<file path="config.mk">
export PLATFORM = sky130hd
export DESIGN_NAME = sdr_cmd_tracker
export DESIGN_NICKNAME = d
export VERILOG_FILES = /design/src/rtl/sdr_trk_pkg.sv /design/src/rtl/sdr_pin_decode.sv /design/src/rtl/sdr_bank_state.sv /design/src/rtl/sdr_burst_count.sv /design/src/rtl/sdr_cmd_tracker.sv
export SDC_FILE = /design/constraint.sdc
export NUM_CORES = 1
export LEC_CHECK = 0
export ABC_AREA = 1
export BUFFER_PORTS_ARGS = -buffer_cell sky130_fd_sc_hd__buf_4
export CORE_MARGIN = 3
export CORE_UTILIZATION = 58
export DETAILED_ROUTE_END_ITERATION = 16
export HOLD_SLACK_MARGIN = 0.06
export PLACE_DENSITY = 0.84
export SETUP_SLACK_MARGIN = 0.3
export SYNTH_ARGS = -nofsm -noshare
export SYNTH_HDL_FRONTEND = slang
export SYNTH_HIERARCHICAL = 1
export SYNTH_SLANG_ARGS = --single-unit
</file>
<file path="constraint.sdc">
create_clock -name clk -period 4.2 [get_ports clk]
set_clock_uncertainty 0.15 [all_clocks]
set_input_delay 1.05 -clock clk [delete_from_list [all_inputs] [get_ports clk]]
set_output_delay 1.05 -clock clk [all_outputs]
set_load 0.01 [all_outputs]
</file>
<file path="src/rtl/sdr_trk_pkg.sv">
package sdr_trk_pkg;

  typedef enum logic [4:0] {
    CMD_NONE     = 5'd0,
    CMD_DESEL    = 5'd1,
    CMD_NOP      = 5'd2,
    CMD_BST      = 5'd3,
    CMD_ACT      = 5'd4,
    CMD_PRE      = 5'd5,
    CMD_PREA     = 5'd6,
    CMD_WR       = 5'd7,
    CMD_RD       = 5'd8,
    CMD_MRS      = 5'd9,
    CMD_AREF     = 5'd10,
    CMD_SREF_IN  = 5'd11,
    CMD_PD_IN    = 5'd12,
    CMD_CSUSP_IN = 5'd13,
    CMD_EXIT     = 5'd14
  } cmd_e;

  typedef enum logic [1:0] {
    DEV_NORM  = 2'd0,
    DEV_SUSP  = 2'd1,
    DEV_PDOWN = 2'd2,
    DEV_SREF  = 2'd3
  } dev_e;

endpackage

</file>
<file path="src/rtl/sdr_pin_decode.sv">
module sdr_pin_decode
  import sdr_trk_pkg::*;
(
  input  logic cs_n,
  input  logic ras_n,
  input  logic cas_n,
  input  logic we_n,
  input  logic all_bit,
  output cmd_e raw_cmd
);

  always_comb begin
    if (cs_n) begin
      raw_cmd = CMD_DESEL;
    end else begin
      unique case ({ras_n, cas_n, we_n})
        3'b111:  raw_cmd = CMD_NOP;
        3'b110:  raw_cmd = CMD_BST;
        3'b011:  raw_cmd = CMD_ACT;
        3'b010:  raw_cmd = all_bit ? CMD_PREA : CMD_PRE;
        3'b100:  raw_cmd = CMD_WR;
        3'b101:  raw_cmd = CMD_RD;
        3'b000:  raw_cmd = CMD_MRS;
        default: raw_cmd = CMD_AREF;
      endcase
    end
  end

endmodule

</file>
<file path="src/rtl/sdr_bank_state.sv">
module sdr_bank_state #(
  parameter int NBANK = 4
) (
  input  logic             clk,
  input  logic             rst_n,
  input  logic [NBANK-1:0] open_set,
  input  logic [NBANK-1:0] close_set,
  output logic [NBANK-1:0] bank_open
);

  for (genvar i = 0; i < NBANK; i++) begin : g_bank
    logic open_n;

    always_comb begin
      open_n = bank_open[i];
      if (open_set[i])       open_n = 1'b1;
      else if (close_set[i]) open_n = 1'b0;
    end

    always_ff @(posedge clk or negedge rst_n) begin
      if (!rst_n) bank_open[i] <= 1'b0;
      else        bank_open[i] <= open_n;
    end
  end


  open_close_excl_chk: assert property (@(posedge clk) disable iff (!rst_n)
    (open_set & close_set) == '0);

endmodule

</file>
<file path="src/rtl/sdr_burst_count.sv">
module sdr_burst_count #(
  parameter int COL_W = 8
) (
  input  logic       clk,
  input  logic       rst_n,
  input  logic       tick,
  input  logic       load,
  input  logic       stop,
  input  logic       mode_wr,
  input  logic [2:0] mode_code,
  output logic       busy
);

  localparam int CNT_W    = COL_W + 1;
  localparam int FULL_LEN = 2 ** COL_W;

  logic [2:0]       code_q, code_n;
  logic [CNT_W-1:0] cnt_q, cnt_n, len;
  logic             full_pg;

  assign full_pg = (code_q == 3'd7);

  always_comb begin
    unique case (code_q)
      3'd1:    len = CNT_W'(2);
      3'd2:    len = CNT_W'(4);
      3'd3:    len = CNT_W'(8);
      3'd7:    len = CNT_W'(FULL_LEN);
      default: len = CNT_W'(1);
    endcase
  end

  always_comb begin
    code_n = mode_wr ? mode_code : code_q;
    cnt_n  = cnt_q;
    if (stop)                                    cnt_n = '0;
    else if (load)                               cnt_n = len;
    else if (tick && (cnt_q != '0) && !full_pg)  cnt_n = cnt_q - CNT_W'(1);
  end

  always_ff @(posedge clk or negedge rst_n) begin
    if (!rst_n) begin
      code_q <= 3'd0;
      cnt_q  <= '0;
    end else begin
      code_q <= code_n;
      cnt_q  <= cnt_n;
    end
  end

  assign busy = (cnt_q != '0);


  susp_hold_chk: assert property (@(posedge clk) disable iff (!rst_n)
    !tick |=> $stable(cnt_q));

endmodule

</file>
<file path="src/rtl/sdr_cmd_tracker.sv">
module sdr_cmd_tracker
  import sdr_trk_pkg::*;
#(
  parameter int ADDR_W = 11,
  parameter int COL_W  = 8,
  parameter int BA_W   = 2,
  parameter int LANES  = 4,
  parameter int AP_BIT = 10
) (
  input  logic              clk,
  input  logic              rst_n,
  input  logic              cke,
  input  logic              cs_n,
  input  logic              ras_n,
  input  logic              cas_n,
  input  logic              we_n,
  input  logic [BA_W-1:0]   ba,
  input  logic [ADDR_W-1:0] addr,
  input  logic [LANES-1:0]  dqm,
  output logic [4:0]        cmd_o,
  output logic [BA_W-1:0]   bank_o,
  output logic [ADDR_W-1:0] addr_o,
  output logic              ap_o,
  output logic              illegal_o,
  output logic [LANES-1:0]  wmask_o,
  output logic [LANES-1:0]  rd_off_o
);

  localparam int NBANK = 2 ** BA_W;

  // reset: asynchronous assert, synchronous release
  logic [1:0] rst_pipe;
  logic       rst_sn;
  always_ff @(posedge clk or negedge rst_n) begin
    if (!rst_n) rst_pipe <= 2'b00;
    else        rst_pipe <= {rst_pipe[0], 1'b1};
  end
  assign rst_sn = rst_pipe[1];

  cmd_e             raw, cmd_q, cmd_n;
  dev_e             dev_q, dev_n;
  logic             cke_q;
  logic [NBANK-1:0] bank_open, open_set, close_set, sel;
  logic             busy, load, stop, mode_wr, ill_n, ill_q, ap_n, ap_q;
  logic             all_closed, sel_open, quiet;
  logic [ADDR_W-1:0] addr_n, addr_q;
  logic [BA_W-1:0]  bank_q;
  logic [LANES-1:0] dqm_q;

  sdr_pin_decode u_dec (
    .cs_n(cs_n), .ras_n(ras_n), .cas_n(cas_n), .we_n(we_n),
    .all_bit(addr[AP_BIT]), .raw_cmd(raw)
  );

  sdr_bank_state #(.NBANK(NBANK)) u_banks (
    .clk(clk), .rst_n(rst_sn), .open_set(open_set),
    .close_set(close_set), .bank_open(bank_open)
  );

  sdr_burst_count #(.COL_W(COL_W)) u_burst (
    .clk(clk), .rst_n(rst_sn), .tick(cke_q), .load(load), .stop(stop),
    .mode_wr(mode_wr), .mode_code(addr[2:0]), .busy(busy)
  );

  assign sel        = NBANK'(1) << ba;
  assign all_closed = (bank_open == '0);
  assign sel_open   = bank_open[ba];
  assign quiet      = (raw == CMD_DESEL) || (raw == CMD_NOP);

  always_comb begin
    cmd_n     = raw;
    dev_n     = dev_q;
    ill_n     = 1'b0;
    ap_n      = 1'b0;
    addr_n    = addr;
    open_set  = '0;
    close_set = '0;
    load      = 1'b0;
    stop      = 1'b0;
    mode_wr   = 1'b0;
    unique case ({cke_q, cke})
      2'b00: cmd_n = CMD_NONE;
      2'b01: begin
        dev_n = DEV_NORM;
        if (quiet) cmd_n = CMD_EXIT;
        else       ill_n = 1'b1;
      end
      2'b10: begin
        if (raw == CMD_AREF) begin
          cmd_n = CMD_SREF_IN;
          if (all_closed && !busy) dev_n = DEV_SREF;
          else                     ill_n = 1'b1;
        end else if (quiet) begin
          cmd_n = busy ? CMD_CSUSP_IN : CMD_PD_IN;
          dev_n = busy ? DEV_SUSP : DEV_PDOWN;
        end else begin
          ill_n = 1'b1;
        end
      end
      default: begin
        unique case (raw)
          CMD_BST: begin
            if (busy) stop  = 1'b1;
            else      ill_n = 1'b1;
          end
          CMD_ACT: begin
            if (sel_open) ill_n    = 1'b1;
            else          open_set = sel;
          end
          CMD_PRE:  close_set = sel;
          CMD_PREA: close_set = '1;
          CMD_WR, CMD_RD: begin
            ap_n   = addr[AP_BIT];
            addr_n = ADDR_W'(addr[COL_W-1:0]);
            if (!sel_open) begin
              ill_n = 1'b1;
            end else begin
              load = 1'b1;
              if (addr[AP_BIT]) close_set = sel;
            end
          end
          CMD_MRS: begin
            if (all_closed) mode_wr = 1'b1;
            else            ill_n   = 1'b1;
          end
          CMD_AREF: begin
            if (!all_closed) ill_n = 1'b1;
          end
          default: ;
        endcase
      end
    endcase
  end

  always_ff @(posedge clk or negedge rst_sn) begin
    if (!rst_sn) begin
      cke_q  <= 1'b1;
      dev_q  <= DEV_NORM;
      cmd_q  <= CMD_DESEL;
      bank_q <= '0;
      addr_q <= '0;
      ap_q   <= 1'b0;
      ill_q  <= 1'b0;
      dqm_q  <= '1;
    end else begin
      cke_q  <= cke;
      dev_q  <= dev_n;
      cmd_q  <= cmd_n;
      bank_q <= ba;
      addr_q <= addr_n;
      ap_q   <= ap_n;
      ill_q  <= ill_n;
      dqm_q  <= dqm;
    end
  end

  assign cmd_o     = cmd_q;
  assign bank_o    = bank_q;
  assign addr_o    = addr_q;
  assign ap_o      = ap_q;
  assign illegal_o = ill_q;
  assign wmask_o   = dqm_q;
  assign rd_off_o  = dqm_q | {LANES{~busy}};


  ill_keep_chk: assert property (@(posedge clk) disable iff (!rst_sn)
    ill_q |-> bank_open == $past(bank_open));


  sref_closed_chk: assert property (@(posedge clk) disable iff (!rst_sn)
    dev_q == DEV_SREF |-> bank_open == '0);


  pd_no_burst_chk: assert property (@(posedge clk) disable iff (!rst_sn)
    $rose(dev_q == DEV_PDOWN) |-> !$past(busy));

endmodule

</file>
==> results_dict.tcl, run 1 <==
set metrics [dict create \
    holdWs_ps 150 \
    slew-limit-headroom 0.665 \
    p_leak_nw 1.64 \
    cp_data_arrival_time_ps 3380 \
    die_w_um 70.0 \
    syn2layout_area_growth_pct 23.7 \
    ctsHoldBuffers 0 \
    synth_area_um2 2380 \
    cts_max_level 2 \
    status "finished, final reports clean" \
    clkSinkCount 43 \
    routedWlPerCell_um 12.8 \
    num_vias 2229 \
    r2r_end "u_burst/cnt_q[0]" \
    critPathKind "input pin to flip-flop" \
    cts_setup_buffers 0 \
    dieArea_um2 4910 \
    avgSynthCellArea_um2 7.30 \
    yosysWarnings 6 \
    fin_nets 407 \
    post-route-util 0.774 \
    grt_pass1_vias 2039 \
    r2r_cells 14 \
    pin_count 52 \
    coreArea_um2 3800 \
    worst-path-max-fanout 12 \
    cts_made_buffers 5 \
    ys_types 32 \
    powerDensity_nw_per_um2 464 \
    yosysSeqAreaShare 0.456 \
    reg2reg_from "u_burst/cnt_q[0]" \
    ant_nets 0 \
    diodes 0 \
    rsz0062_at_grt "false" \
    die_y_um 70.0 \
    fp-row-count 22 \
    drc_errors 0 \
    ctsResizeCount 0 \
    reg2reg_setup_slack_ps 1580 \
    initial_core_util 0.626 \
    peakVddDrop_mv 0.306 \
    crit_start "ras_n" \
    syn-instance-count 326 \
    min_period_ps 3300 \
    grt_max_degree 42 \
    synth_seq_cells 43 \
    grt_pass1_wl_um 9180 \
    synth_top_area_share 0.389 \
    avgViaCountPerCell 5.17 \
    setup_tns_ps 0 \
    clock.fmax_ghz 0.303 \
    start_kind "input pin" \
    hpwlAfterDp_um 4220 \
    required_ps 4280 \
    globalRouteOverflowTotal 0 \
    io_buffers 51 \
    cts_root_buffer "clkbuf_8" \
    drv_cap 0 \
    grtUsageTotal 0.231 \
    post-route-period-util 0.785 \
    worstMarginPinSlew_ps 503 \
    synth_area_leaders "dfrtp_1, nand2_1, nand3_1" \
    yosysTopAreaCell "dfrtp_1" \
    clk_latency_ps 280 \
    cp-end-kind "flip-flop" \
    cts_tree "yes" \
    drt_iter0_drc 191 \
    fin_total_pwr_w 0.00136 \
    firstDrtPassIters 5 \
    slew_violations 0 \
    clock_path_buffers 2 \
    finalHoldViolations 0 \
    clk_pin_slew_ps 80 \
    setup_viol 0 \
    totalWireLength_um 5500 \
    gp_congestion 0.869 \
    drive_above_1_share 0.253 \
    synth_nets 351 \
    worstHoldPathType "flip-flop to async pin" \
    antenna_found_initial 0 \
]
## layout make-up
cell class | instances | area, um2
clock buffer | 5 | 68.8
fill | 292 | 857
tap | 48 | 60.1
inverter | 53 | 200
multi-input combinational | 225 | 1060
timing repair buffer | 54 | 405
clock inverter | 3 | 67.6
sequential | 43 | 1080
## critical path, cell delays in order
cell,delay [ps]
buf_4,120
o21ai_0,170
nor2_1,60
nor2_1,360
nand2_1,130
clkinv_2,100
nand3_1,90
nand2_2,120
nand2_1,90
nor2_1,310
inv_2,160
nand2_1,140
inv_1,140
nand2_4,190
nand3_1,100
nand2_1,70
## cell families after synthesis
kind of cell,share of synthesized area
AND/OR/NAND/NOR,0.373
buffers and inverters,0.100
flip-flops,0.456
AO/OA/AOI/OAI,0.0542
other,0.00316
adder cells (fa/ha/maj),0.00526
XOR/XNOR,0.00368
multiplexers,0.00473
## per-stage QoR
stage / setup WS, ps / cell area (um2) / std cells
after floorplan: 1120 / 2380 / 326
after global placement: 837 / 2810 / 423
after detailed placement: 674 / 2810 / 423
after CTS: 981 / 2940 / 431
after global routing: 678 / 2940 / 431
final: 901 / 2940 / 431
## synthesized netlist by cell type (all sizes together)
| cell type | count |
|---|---|
| nand2 | 97 |
| nand3b | 1 |
| buf | 5 |
| and2 | 2 |
| o22ai | 3 |
| nand3 | 40 |
| dfstp | 6 |
| nor3 | 3 |
| inv | 52 |
| or2 | 4 |
| o31ai | 1 |
| xor2 | 1 |
| nor2 | 47 |
| nand4 | 1 |
| dfrtp | 37 |
| clkinv | 1 |
| ha | 1 |
| o21ai | 14 |
| a21oi | 5 |
| mux2 | 1 |
| conb | 2 |
| nor4 | 2 |
## cell usage in the layout, fill, tap and decap left out, types with 2 or more instances in the layout
cell type / Yosys / final
and2_1: 2 / 2
bufinv_16: 0 / 2
nand2_2: 6 / 6
conb_1: 2 / 2
o21ai_1: 2 / 2
nor2_2: 5 / 5
nor4_1: 2 / 2
o22ai_1: 3 / 3
o21ai_2: 2 / 2
inv_2: 5 / 5
o21ai_0: 10 / 10
nand2_4: 2 / 2
dfstp_2: 6 / 6
nand3_1: 39 / 39
dfrtp_1: 37 / 37
or2_2: 4 / 4
inv_1: 47 / 47
buf_4: 3 / 54
a21oi_1: 5 / 5
nor3_1: 3 / 3
nand2_1: 89 / 89
clkbuf_8: 0 / 5
nor2_1: 41 / 41
## how the worst max path moves through the flow
stage	endpoint	slack (ps)	depth (start not counted)
6_report	u_burst/cnt_q[4]	900	16
5_1_grt	u_burst/cnt_q[2]	680	16
4_1_cts	u_burst/cnt_q[2]	980	16
3_5_place_dp	u_burst/cnt_q[2]	670	16
3_3_place_gp	u_burst/cnt_q[8]	840	16
2_1_floorplan	u_burst/cnt_q[3]	1120	16
## state kept, by name (all words and copies together) (netlist names)
name               flops
cke_q                  1
cmd_o                  5
u_banks/bank_open      4
u_burst/cnt_q          9
rst_pipe               2
ap_o                   1
addr_o                11
illegal_o              1
bank_o                 2
wmask_o                4
u_burst/code_q         3
## power breakdown
part           leakage (nW)  switching, W  internal [W]  total [W]
Combinational          1.05      0.000281      0.000175   0.000456
Clock                0.0644      0.000137      0.000237   0.000374
Sequential            0.519     0.0000534      0.000481   0.000535
## routing by layer
layer / track usage / wire (um) / vias up
met3: 0.0446 / 370 / 2
met5: 0 / 0 / -
li1: - / - / 1119
met4: 0.0511 / 16 / 0
met1: 0.284 / 2320 / 1020
met2: 0.419 / 2800 / 88
No activity file was read; power rests on OpenSTA's default activity.
==> inputs of run 2 (changes only) <==
Settings changed: CORE_UTILIZATION 58 to 54, PLACE_DENSITY 0.84 to 0.79.
Clock period 4.2 ns to 3.15 ns, I/O delays scaled along.
==> results_dict.tcl, run 2 (synthesized netlist as in run 1, its figures left out) <==
set metrics [dict create \
    cts_made_buffers 5 \
    final_cell_mix "nand2_1, buf_4, inv_1" \
    rsz0062_at_grt "true" \
    drt_iter0_drc 155 \
    cp-end-kind "primary output" \
    seq_power_share 0.384 \
    place_ws_ps 192 \
    post-place-cells 428 \
    critPathTopFamily "simple AND/OR/NAND/NOR gates" \
    critical-path-max-stage-delay_ps 410 \
    largest_reg_flops 11 \
    pin_count 52 \
    cts_tree "yes" \
    cp_num_buf_inv 4 \
    dieArea_um2 5240 \
    final_cells 440 \
    start_kind "flip-flop" \
    antenna_found_initial 0 \
    required_ps 2210 \
    cp_common_cell "inv_2" \
    avgViaCountPerCell 5.02 \
    cts_max_level 2 \
    setup_viol 0 \
    drc_errors 0 \
    slew_violations 0 \
    min_period_ps 2760 \
    pwr-share-comb 0.344 \
    clk_pin_slew_ps 80 \
    internal_power_w 0.00123 \
    slew-limit-headroom 0.532 \
    ant_nets 0 \
    p_leak_nw 1.66 \
    fp-row-count 23 \
    grt_pass1_wl_um 8960 \
    cp_data_arrival_time_ps 1830 \
    firstDrtPassIters 4 \
    switching_share 0.342 \
    hpwlAfterDp_um 3980 \
    setup_slack_ps 386 \
    status "finished, final reports clean" \
    diodes 0 \
    routedWlPerCell_um 11.9 \
    cts_root_buffer "clkbuf_8" \
    fin_nets 414 \
    clkPwrFrac 0.273 \
    gp_congestion 0.939 \
    finalHoldViolations 0 \
    critPathKind "flip-flop to primary output" \
    num_vias 2210 \
    initial_core_util 0.578 \
    cpMaxStageDelayCell "dfrtp_1" \
    drive_above_1_share 0.287 \
    syn2layout_area_growth_pct 27.8 \
    worstHoldPathType "input pin to async pin" \
    setup_tns_ps 0 \
    clkSinkCount 43 \
    switchingPower_w 0.000640 \
    clock.fmax_ghz 0.362 \
    post-route-period-util 0.877 \
    worst-path-max-fanout 7 \
    crit_chain "inv_2, ha_4, nand3_4, inv_2, nand3b_4, clkinvlp_4, or2_2, buf_4" \
    die_y_um 72.4 \
    ctsHoldBuffers 0 \
    powerDensity_nw_per_um2 616 \
    coreArea_um2 4120 \
    grt_pass1_vias 2021 \
    totalWireLength_um 5230 \
    die_w_um 72.4 \
    placed_cell_area_um2 2830 \
    mostFrequentLayoutCell "nand2_1" \
    globalRouteOverflowTotal 0 \
    worstMarginPinSlew_ps 701 \
    grtUsageTotal 0.216 \
    io_buffers 51 \
    peakVddDrop_mv 0.365 \
    clk_latency_ps 300 \
    clock_path_buffers 2 \
    grt_max_degree 25 \
    stdcell_area_um2 3040 \
    drv_cap 0 \
]
## run 2: changes by cell type in the layout (fill, tap and decap cells not counted), moves of 2 or more
cell and delta:
buf_4 +7, inv_1 -2, nor2_2 +2, nor2_1 -3
## run 2: path summary, 6_finish.rpt
kind                                  startpoint                to  slack, ps  cells after the start
worst max-delay path            u_burst/cnt_q[0]       rd_off_o[2]        390                      8
worst min register to register       rst_pipe[1]         illegal_o        140                      0
min in group clk                     rst_pipe[0]       rst_pipe[1]        210                      0
max in group asynchronous            rst_pipe[1]        wmask_o[2]       1870                      1
worst max register to register  u_burst/cnt_q[0]  u_burst/cnt_q[0]        880                     13
worst min-delay path                       rst_n       rst_pipe[1]        100                      1
## run 2: layer usage
metal  vias to the layer above  routed length [um]  GRT usage
met3                         5                 385     0.0512
met2                        64                2430      0.339
met5                         -                   0          0
li1                       1134                   -          -
met1                      1007                2340      0.296
met4                         0                  69     0.0647
## run 2: through the flow
step / total power [W] / hold slack [ps] / util
6_report: 0.00187 / 103 / 0.739
5_1_grt: 0.00200 / 84.8 / 0.739
4_1_cts: 0.00181 / 94.1 / 0.721
3_5_place_dp: 0.00130 / 174 / 0.688
3_3_place_gp: 0.00129 / 173 / 0.688
2_1_floorplan: 0.00114 / 181 / -
## run 2: final cells by class
cell class              count  area [um2]
well taps                  50        62.6
clock inverters             3        67.6
repair buffers             61         458
clock buffers               5        68.8
fillers                   328        1070
inverters                  53         204
flip-flops and latches     43        1080
multi-input cells         225        1100
## run 2: power by group through the flow
stage               clock (W)  sequential (W)  combinational [W]
finish               0.000511        0.000718           0.000644
global route         0.000544        0.000731           0.000729
CTS                  0.000522        0.000716           0.000576
detailed placement          0        0.000725           0.000571
global placement            0        0.000723           0.000563
floorplan                   0        0.000721           0.000423
## run 2: timing repair
item,CTS,global route
buffers inserted,0,4
gates resized for setup,0,11
setup endpoints to repair,0,13
## run 2: worst register-to-register path, stage by stage, from the launching register on
cell and delay (ps):
dfrtp_1 410, inv_2 90, ha_4 180, nand3_4 100, inv_2 60, nand3b_4 110
clkinvlp_4 140, nor3_1 260, inv_1 110, nand2_1 120, inv_1 140, nand2_4 180
nand2_1 90, o21ai_2 60
==> inputs of run 3 (changes only) <==
Settings changed: CORE_ASPECT_RATIO set to 0.8, CORE_UTILIZATION 54 to 53, SYNTH_HIERARCHICAL 1 to unset.
==> results_dict.tcl, run 3 <==
set metrics [dict create \
    peakVddDrop_mv 0.343 \
    ctsHoldBuffers 0 \
    cts_root_buffer "clkbuf_8" \
    synth_nets 310 \
    drv_cap 0 \
    num_vias 1947 \
    fin_total_pwr_w 0.00147 \
    post-route-period-util 0.849 \
    io_buffers 50 \
    setup_tns_ps 0 \
    reg2reg_setup_slack_ps 1290 \
    p_leak_nw 1.49 \
    ctsResizeCount 0 \
    use_met2 0.299 \
    synthArstFlopShare 1.00 \
    drc_errors 0 \
    start_kind "flip-flop" \
    avgSynthCellArea_um2 7.81 \
    synth_area_um2 2230 \
    yosysMostFrequentCell "nand2_1" \
    setup_slack_ps 477 \
    cp-end-kind "primary output" \
    yosysSeqAreaShare 0.475 \
    worstMarginPinSlew_ps 636 \
    use_met3 0.0549 \
    place_ws_ps 800 \
    worstHoldPathType "input pin to async pin" \
    required_ps 2210 \
    min_period_ps 2670 \
    filler_cell_count 331 \
    initial_core_util 0.567 \
    seqCellArea_um2 1060 \
    syn2layout_area_growth_pct 22.4 \
    die_y_um 64.0 \
    setup_viol 0 \
    clk_latency_ps 290 \
    clk_pin_slew_ps 80 \
    pin_count 52 \
    rsz0062_at_grt "false" \
    worst-path-max-fanout 8 \
    cts_tree "yes" \
    slew-limit-headroom 0.572 \
    yosysTopAreaCell "dfrtp_1" \
    yosysWarnings 0 \
    drive_above_1_share 0.286 \
    largest_reg_flops 11 \
    ant_nets 0 \
    fp-row-count 20 \
    status "finished, final reports clean" \
    grtUsageTotal 0.199 \
    antenna_found_initial 0 \
    mostFrequentLayoutCell "nand2_1" \
    routedWlPerCell_um 11.4 \
    cp_data_arrival_time_ps 1740 \
    cts_setup_buffers 0 \
    synth_area_leaders "dfrtp_1, nand2_1, dfstp_2" \
    avgViaCountPerCell 4.94 \
    ys_top_cells_by_count "nand2_1, dfrtp_1, inv_1" \
    multi_input_area_um2 965 \
    critPathKind "flip-flop to primary output" \
    met1_usage 0.277 \
    gr-max-usage-layer "met2" \
    dieArea_um2 5020 \
    cts_max_level 2 \
    syn-instance-count 285 \
    hpwlAfterDp_um 3470 \
    clkSinkCount 42 \
    gp_congestion 0.866 \
    clock.fmax_ghz 0.374 \
    synth_seq_cells 42 \
    grt_max_degree 41 \
    synth_top_area_share 0.404 \
    ys_types 30 \
    die_w_um 78.5 \
    finalHoldViolations 0 \
    drt_iter0_drc 142 \
    final_cell_mix "nand2_1, buf_4, dfrtp_1" \
    cts_made_buffers 5 \
    slew_violations 0 \
    synth_edf_count 0 \
    grt_pass1_vias 1800 \
    diodes 0 \
    firstDrtPassIters 5 \
    globalRouteOverflowTotal 0 \
    coreArea_um2 3930 \
    totalWireLength_um 4500 \
    clock_path_buffers 2 \
    powerDensity_nw_per_um2 538 \
    synth_ff_type "dfrtp_1" \
    grt_pass1_wl_um 7910 \
    fin_nets 363 \
]
## run 3: changes by cell type in the layout (fill, tap and decap cells not counted), sizes merged, moves of 2 or more
| cell | before | now |
|---|---|---|
| nand2 | 97 | 82 |
| and2 | 2 | 0 |
| clkinvlp | 2 | 0 |
| nor2 | 47 | 36 |
| xor2 | 1 | 4 |
| o21ai | 14 | 7 |
| a21oi | 5 | 2 |
| nand4 | 1 | 14 |
| nand3 | 40 | 30 |
| clkinv | 1 | 3 |
| inv | 51 | 43 |
| bufinv | 2 | 0 |
| buf | 61 | 51 |
## run 3: worst max-delay path: stages, from the launching register on
cell and delay, ps:
dfrtp_1 370, inv_1 60, ha_1 200, nand2_1 120, nor2_2 60, nand3_2 120, inv_2 90, or2_2 280
buf_4 140
## run 3: final timing paths
kind	start	end	cells past startpoint
min reg2reg	rst_pipe[1]	addr_o[7]	1
min in group clk	rst_pipe[0]	rst_pipe[1]	0
max in group asynchronous	rst_pipe[1]	wmask_o[0]	1
max reg2reg	cke_q	u_burst.cnt_q[0]	7
max	u_burst.cnt_q[0]	rd_off_o[3]	8
min	rst_n	rst_pipe[1]	1
## run 3: report_power, final
part / total (W) / switching, W / internal [W]
registers: 0.000709 / 0.0000754 / 0.000633
logic: 0.000425 / 0.000247 / 0.000178
clock network: 0.000334 / 0.000177 / 0.000156
## run 3: cell type report
cell class,instances,share of cell area
Sequential cell,42,0.388
Clock inverter,2,0.00505
Multi-Input combinational cell,194,0.354
Tap cell,55,0.0252
Inverter,44,0.0606
Clock buffer,6,0.0266
Timing Repair Buffer,51,0.140
## run 3: per-layer routing
metal  part of all wire  vias up
met5                  0        -
met4              0.011        0
met3               0.10        7
met2               0.40       84
met1               0.49      853
li1                   -     1003
## run 3: metrics by stage
stage               hold WS, ps  area (um2)  utilization  instances
floorplan                   181        2230            -        285
global placement            164        2640        0.672        386
detailed placement          163        2640        0.672        386
CTS                         103        2730        0.694        394
global route               91.4        2730        0.694        394
finish                      110        2730        0.694        394
## run 3: cell families after synthesis
logic type	Yosys count	synth area share
adders and majority gates	1	0.00562
buffers and inverters	49	0.0916
DFF	42	0.475
other	2	0.00337
AOI/OAI and AO/OA	13	0.0320
xor gates and xnor gates	4	0.0157
and+or+nand+nor	174	0.376
